$ cat src/rtl/uirq_pkg.sv
package uirq_pkg;
  localparam int NFLAG = 8;
  localparam int NEN   = 7;
  localparam int NERR  = 4;

  // flag positions
  localparam int F_IDLE   = 0;
  localparam int F_ERR0   = 1;
  localparam int F_TXWM   = 5;
  localparam int F_TXDONE = 6;
  localparam int F_RXWM   = 7;

  // enable positions
  localparam int E_IDLE   = 0;
  localparam int E_ERR    = 1;
  localparam int E_TXWM   = 2;
  localparam int E_TXDONE = 3;
  localparam int E_RXWM   = 4;
  localparam int E_TXDMA  = 5;
  localparam int E_RXDMA  = 6;

  typedef enum logic {
    SEL_ENABLE = 1'b0,
    SEL_FLAGS  = 1'b1
  } uirq_sel_e;
endpackage

$ cat src/rtl/uirq_cfg_reg.sv
module uirq_cfg_reg
  import uirq_pkg::*;
(
  input  logic           clk,
  input  logic           rst_n,
  input  logic           wr_en,
  input  logic           wr_addr,
  input  logic [7:0]     wr_data,
  output logic [NEN-1:0] en_q
);
  always_ff @(posedge clk or negedge rst_n) begin
    if (!rst_n)
      en_q <= '0;
    else if (wr_en && (wr_addr == SEL_ENABLE))
      en_q <= wr_data[NEN-1:0];
  end
endmodule

$ cat src/rtl/uirq_level_track.sv
module uirq_level_track #(
  parameter int CNT_W = 5
) (
  input  logic             clk,
  input  logic             rst_n,
  input  logic [CNT_W-1:0] tx_count,
  input  logic [CNT_W-1:0] tx_level,
  input  logic             tx_shift_busy,
  input  logic [CNT_W-1:0] rx_count,
  input  logic [CNT_W-1:0] rx_level,
  input  logic             txdma_en,
  input  logic             rxdma_en,
  output logic             txwm_q,
  output logic             txdone_q,
  output logic             rxwm_q,
  output logic             tx_req_q,
  output logic             rx_req_q
);
  logic tx_below, rx_reached, rx_exact, tx_empty;

  always_comb begin
    tx_below   = tx_count < tx_level;
    tx_empty   = tx_count == '0;
    rx_reached = (rx_level != '0) && (rx_count >= rx_level);
    rx_exact   = rx_count == rx_level;
  end

  always_ff @(posedge clk or negedge rst_n) begin
    if (!rst_n) begin
      txwm_q   <= 1'b0;
      txdone_q <= 1'b0;
      rxwm_q   <= 1'b0;
      tx_req_q <= 1'b0;
      rx_req_q <= 1'b0;
    end else begin
      txwm_q   <= tx_below;
      txdone_q <= tx_empty && !tx_shift_busy;
      rxwm_q   <= rx_reached;
      tx_req_q <= txdma_en && tx_below;
      rx_req_q <= rxdma_en && rx_exact;
    end
  end
endmodule

$ cat src/rtl/uirq_err_sticky.sv
module uirq_err_sticky #(
  parameter int N = 4
) (
  input  logic         clk,
  input  logic         rst_n,
  input  logic [N-1:0] set_stb,
  input  logic [N-1:0] clr_stb,
  output logic [N-1:0] flag_q
);
  for (genvar i = 0; i < N; i++) begin : g_bit
    always_ff @(posedge clk or negedge rst_n) begin
      if (!rst_n)
        flag_q[i] <= 1'b0;
      else if (set_stb[i])
        flag_q[i] <= 1'b1;
      else if (clr_stb[i])
        flag_q[i] <= 1'b0;
    end
  end
endmodule

$ cat src/rtl/uirq_rx_idle.sv
module uirq_rx_idle #(
  parameter int CNT_W = 5,
  parameter int TMO_W = 16
) (
  input  logic             clk,
  input  logic             rst_n,
  input  logic [CNT_W-1:0] rx_count,
  input  logic             rx_char_stb,
  input  logic             rx_pop_stb,
  input  logic [TMO_W-1:0] limit,
  input  logic             clr,
  output logic             flag_q
);
  logic [TMO_W-1:0] idle_q;
  logic [TMO_W-1:0] idle_inc;
  logic             restart, running, expire;

  always_comb begin
    restart  = rx_char_stb || rx_pop_stb || (rx_count == '0);
    running  = !restart && (idle_q < limit);
    idle_inc = idle_q + TMO_W'(1);
    expire   = running && (idle_inc == limit);
  end

  always_ff @(posedge clk or negedge rst_n) begin
    if (!rst_n)
      idle_q <= '0;
    else if (restart)
      idle_q <= '0;
    else if (running)
      idle_q <= idle_inc;
  end

  always_ff @(posedge clk or negedge rst_n) begin
    if (!rst_n)
      flag_q <= 1'b0;
    else if (expire)
      flag_q <= 1'b1;
    else if (clr)
      flag_q <= 1'b0;
  end
endmodule

$ cat src/rtl/uart_irq_dma_ctrl.sv
module uart_irq_dma_ctrl
  import uirq_pkg::*;
#(
  parameter int CNT_W = 5,
  parameter int TMO_W = 16
) (
  input  logic             clk,
  input  logic             rst_n,
  input  logic [CNT_W-1:0] tx_count,
  input  logic [CNT_W-1:0] tx_level,
  input  logic             tx_shift_busy,
  input  logic [CNT_W-1:0] rx_count,
  input  logic [CNT_W-1:0] rx_level,
  input  logic             rx_char_stb,
  input  logic             rx_pop_stb,
  input  logic [TMO_W-1:0] rx_idle_limit,
  input  logic             err_overrun,
  input  logic             err_parity,
  input  logic             err_framing,
  input  logic             err_break,
  input  logic             wr_en,
  input  logic             wr_addr,
  input  logic [7:0]       wr_data,
  input  logic             rd_addr,
  output logic [7:0]       rd_data,
  output logic [7:0]       flag_o,
  output logic             irq,
  output logic             tx_dma_req,
  output logic             rx_dma_req
);
  logic [NEN-1:0]   en_q;
  logic [NERR-1:0]  err_stb, err_clr, err_q;
  logic             clr_wr, idle_q;
  logic             txwm_q, txdone_q, rxwm_q;
  logic [NFLAG-1:0] flags, mask;
  logic             irq_q;

  uirq_cfg_reg u_cfg (
    .clk     (clk),
    .rst_n   (rst_n),
    .wr_en   (wr_en),
    .wr_addr (wr_addr),
    .wr_data (wr_data),
    .en_q    (en_q)
  );

  uirq_level_track #(.CNT_W(CNT_W)) u_lvl (
    .clk           (clk),
    .rst_n         (rst_n),
    .tx_count      (tx_count),
    .tx_level      (tx_level),
    .tx_shift_busy (tx_shift_busy),
    .rx_count      (rx_count),
    .rx_level      (rx_level),
    .txdma_en      (en_q[E_TXDMA]),
    .rxdma_en      (en_q[E_RXDMA]),
    .txwm_q        (txwm_q),
    .txdone_q      (txdone_q),
    .rxwm_q        (rxwm_q),
    .tx_req_q      (tx_dma_req),
    .rx_req_q      (rx_dma_req)
  );

  always_comb begin
    clr_wr  = wr_en && (wr_addr == SEL_FLAGS);
    err_stb = {err_break, err_framing, err_parity, err_overrun};
    err_clr = clr_wr ? wr_data[F_ERR0 +: NERR] : '0;
  end

  uirq_err_sticky #(.N(NERR)) u_err (
    .clk     (clk),
    .rst_n   (rst_n),
    .set_stb (err_stb),
    .clr_stb (err_clr),
    .flag_q  (err_q)
  );

  uirq_rx_idle #(.CNT_W(CNT_W), .TMO_W(TMO_W)) u_idle (
    .clk         (clk),
    .rst_n       (rst_n),
    .rx_count    (rx_count),
    .rx_char_stb (rx_char_stb),
    .rx_pop_stb  (rx_pop_stb),
    .limit       (rx_idle_limit),
    .clr         (clr_wr && wr_data[F_IDLE]),
    .flag_q      (idle_q)
  );

  always_comb begin
    flags                  = '0;
    flags[F_IDLE]          = idle_q;
    flags[F_ERR0 +: NERR]  = err_q;
    flags[F_TXWM]          = txwm_q;
    flags[F_TXDONE]        = txdone_q;
    flags[F_RXWM]          = rxwm_q;

    mask                   = '0;
    mask[F_IDLE]           = en_q[E_IDLE];
    mask[F_ERR0 +: NERR]   = {NERR{en_q[E_ERR]}};
    mask[F_TXWM]           = en_q[E_TXWM];
    mask[F_TXDONE]         = en_q[E_TXDONE];
    mask[F_RXWM]           = en_q[E_RXWM];
  end

  always_ff @(posedge clk or negedge rst_n) begin
    if (!rst_n)
      irq_q <= 1'b0;
    else
      irq_q <= |(flags & mask);
  end

  always_comb begin
    irq     = irq_q;
    flag_o  = flags;
    rd_data = (rd_addr == SEL_FLAGS) ? flags : {{(8-NEN){1'b0}}, en_q};
  end
endmodule

$ cat config.mk
export PLATFORM = sky130hd
export DESIGN_NAME = uart_irq_dma_ctrl
export DESIGN_NICKNAME = d
export VERILOG_FILES = /design/src/rtl/uirq_pkg.sv /design/src/rtl/uirq_cfg_reg.sv /design/src/rtl/uirq_level_track.sv /design/src/rtl/uirq_err_sticky.sv /design/src/rtl/uirq_rx_idle.sv /design/src/rtl/uart_irq_dma_ctrl.sv
export SDC_FILE = /design/constraint.sdc
export NUM_CORES = 1
export LEC_CHECK = 0
export CAP_MARGIN = 20
export CELL_PAD_IN_SITES_DETAIL_PLACEMENT = 0
export CELL_PAD_IN_SITES_GLOBAL_PLACEMENT = 1
export CORE_MARGIN = 5
export CORE_UTILIZATION = 43
export DETAILED_ROUTE_END_ITERATION = 8
export DONT_BUFFER_PORTS = 1
export GPL_TIMING_DRIVEN = 0
export PLACE_DENSITY = 0.82
export SLEW_MARGIN = 15
export SYNTH_ARGS = -nofsm -noshare
export SYNTH_HDL_FRONTEND = slang
export SYNTH_SLANG_ARGS = --single-unit
export TNS_END_PERCENT = 100
$ cat constraint.sdc
create_clock -name clk -period 2.42 [get_ports clk]
set_input_delay 0.121 -clock clk [delete_from_list [all_inputs] [get_ports clk]]
set_output_delay 0.121 -clock clk [all_outputs]
set_load 0.01 [all_outputs]
==> impl_metrics.csv <==
group,metric,value,unit
outcome,outcome,"finished with violations",
outcome,violations,"setup timing",
die,placeableCoreArea,0.00631,sq mm
routing,ant_nets,0,
die,start_util,43.8,%
logic_synthesis,ys_top_cells_by_count,"34 x dfrtp_1, 28 x inv_1, 26 x ha_1",
logic_synthesis,synth_async_sr_flop_share,100,%
logic_synthesis,synth_top_area_share,30.8,%
timing,finalSetupViolCount,7,
routing,dr_total_vias,2425,
logic_synthesis,syn-cell-area,0.00277,sq mm
layout,num_antenna_cells,0,
die,die_h,90.2,microns
routing,wl,7500,microns
setup_path,cp-start-kind,"flip-flop",
clock_network,cts_sinks,34,
timing,worst_slack,-0.0641,ns
clock_network,htreeDepth,2,
placement,place_ws,-0.343,ns
global_routing,gr-total-overflow,0,
timing,maxSlewViolCount,0,
routing,first_pass_iters,6,
placement,place_inst,379,
logic_synthesis,synth_ff_type,"dfrtp_1",
clock_network,cts_made_buffers,5,
layout,stdcell_count,415,
die,pin_count,75,
routing,drc_errors,0,
timing,fmax,403,MHz
routing,viasPerCell,5.84,
setup_path,setup.worst_path.class,"reg -> reg",
logic_synthesis,yosysUniqueCellTypes,51,
timing,finalHoldViolCount,0,
power,p_per_area,451,mW/mm^2
timing,period_share,103,%
routing,drt-initial-drc-count,93,
logic_synthesis,yosysMostFrequentCell,"dfrtp_1",
timing,relSlewSlack,60.8,%
power,ir_drop,0.381,mV
timing,rsz0062_at_grt,"yes",
timing,clock_skew,0.00539,ns
layout,drive_gt1_share,23.7,%
setup_path,arrival,2.70,ns
placement,globalplace.congestion,0.831,
logic_synthesis,synthCells,302,
flow_run,drv_cap,0,
clock_network,clkTransAtPathRegs,0.08,ns
logic_synthesis,synthTopCellsByArea,"dfrtp_1 31%, ha_1 12%, mux2_2 6.1%",
routing,wl_per_cell,18.1,microns
die,rows,29,
timing,fin_crit,2.48,ns
logic_synthesis,synth_warnings,0,
min_path,hp-class,"in -> reg",
logic_synthesis,avgSynthCellArea,9.16,sq um
global_routing,grtUsageTotal,18.9,%
timing,tightestPinTransition,0.584,ns
setup_path,cp_max_fo,5,
placement,io_buffers,0,
setup_path,cp.required,2.64,ns
global_routing,antenna_found_initial,0,
clock_network,insertion_delay,0.29,ns
logic_synthesis,synth_nets,384,
setup_path,cp-end-kind,"flip-flop",
die,dieWidth,90.2,microns
clock_network,root_buffer,"clkbuf_8",
global_routing,grt_max_degree,35,
layout,synthToLayoutAreaGrowth,22.4,%
logic_synthesis,ys_seq_area_share,30.8,%
logic_synthesis,synth_top_area_cell,"dfrtp_1",
global_routing,grt_pass1_vias,2597,
logic_synthesis,synth_edf_count,0,
logic_synthesis,ys_ff_latch,34,
die,die_area,0.00813,sq mm
clock_network,cts_tree,"done",
global_routing,grt_pass1_wl,12700,microns
power,leakagePower,0.00149,uW
clock_network,clockBufferDepth,2,
placement,dp_hpwl,5280,microns
layout,nNetsFinal,419,
==> cell families after synthesis <==
logic type / count (synthesis) / synth area share (%)
and+or+nand+nor: 90 / 17.9
AOI/OAI and AO/OA: 67 / 18.0
buffers and inverters: 45 / 7.38
DFF: 34 / 30.8
adders and majority gates: 26 / 11.8
xor gates and xnor gates: 22 / 6.97
muxes: 18 / 7.19
==> routing by layer <==
layer	GRT usage, %	vias to the layer above	wire, microns
li1	-	1174	-
met3	6.01	15	672
met1	22.4	1136	3000
met2	31.8	100	3690
met5	0	-	0
met4	6.82	0	131
==> path summary, 6_finish.rpt <==
check                             startpoint           endpoint  slack [ns]  cells after the start
max reg2reg                u_idle.idle_q[15]  u_idle.idle_q[15]       -0.06                      8
min reg2reg                    u_cfg.en_q[5]     u_lvl.tx_req_q        0.52                      1
min in group asynchronous              rst_n   u_idle.idle_q[6]        0.27                      2
min                                    wr_en    u_err.flag_q[0]        0.02                      2
max                        u_idle.idle_q[15]  u_idle.idle_q[15]       -0.06                      8
max in group asynchronous              rst_n   u_idle.idle_q[9]        1.94                      2
==> registers in the layout (all words and copies together), names as in the netlist <==
| signal | flops |
|---|---|
| u_lvl.txdone_q | 1 |
| u_lvl.tx_req_q | 1 |
| u_cfg.en_q | 7 |
| u_lvl.rx_req_q | 1 |
| u_idle.flag_q | 1 |
| u_err.flag_q | 4 |
| irq | 1 |
| u_lvl.txwm_q | 1 |
| u_lvl.rxwm_q | 1 |
| u_idle.idle_q | 16 |
==> power breakdown <==
| group | switching (uW) | total [uW] | internal, uW | leakage (uW) |
|---|---|---|---|---|
| logic | 109 | 223 | 114 | 0.000994 |
| registers | 33.6 | 634 | 600 | 0.000421 |
| clock network | 230 | 669 | 440 | 0.0000714 |
==> through the flow <==
step                      total power, uW  instance area (sq um)  hold slack, ns  utilization [%]  TNS [ns]
after floorplan                       786                   2790          -0.175                -         0
after global placement                822                   2880          -0.174             45.7     -2.86
after detailed placement              827                   2880          -0.173             45.7     -3.01
after CTS                            1530                   3320        0.000656             52.5    -0.221
after global routing                 1590                   3380          0.0390             53.6    -0.930
final                                1530                   3380          0.0200             53.6    -0.265
==> critical path: stages, from the launching register on <==
cell and delay (ns):
dfrtp_2 0.43, ha_4 0.25, a2111oi_4 0.30, o221ai_2 0.15, o21a_4 0.14, or3_4 0.38
buf_6 0.14, or4_1 0.49, a21oi_1 0.13
==> cells in the final DEF (no fill, tap or decap), types with 5 or more instances in the layout <==
master / n
a21o_1: 12
a21oi_1: 15
buf_2: 7
buf_4: 15
clkbuf_8: 6
dfrtp_1: 28
dfrtp_2: 6
dlygate4sd3_1: 15
ha_1: 24
inv_1: 28
mux2_2: 15
nand2_1: 9
nand3_1: 16
nand4_1: 7
nor2_1: 15
nor2b_1: 5
nor4_1: 7
o21ai_0: 5
xnor2_1: 15
xor2_1: 7
==> area by class of cell <==
cell class                 instances  area (sq um)
multi-input combinational        223          1820
clock inverter                     2          60.1
sequential                        34           858
fill                             575          2930
inverter                          28           105
timing repair buffer              28           258
buffer                            17           109
tap                               77          96.3
clock buffer                       6          82.6
==> timing repair <==
item,in CTS,in global routing
gates resized for setup,15,11
hold buffers,16,0
pin swaps,7,3
setup endpoints to repair,13,12
hold endpoints to repair,47,0
buffers inserted,7,4
cloned,1,0
(Power assumes the default switching activity.)
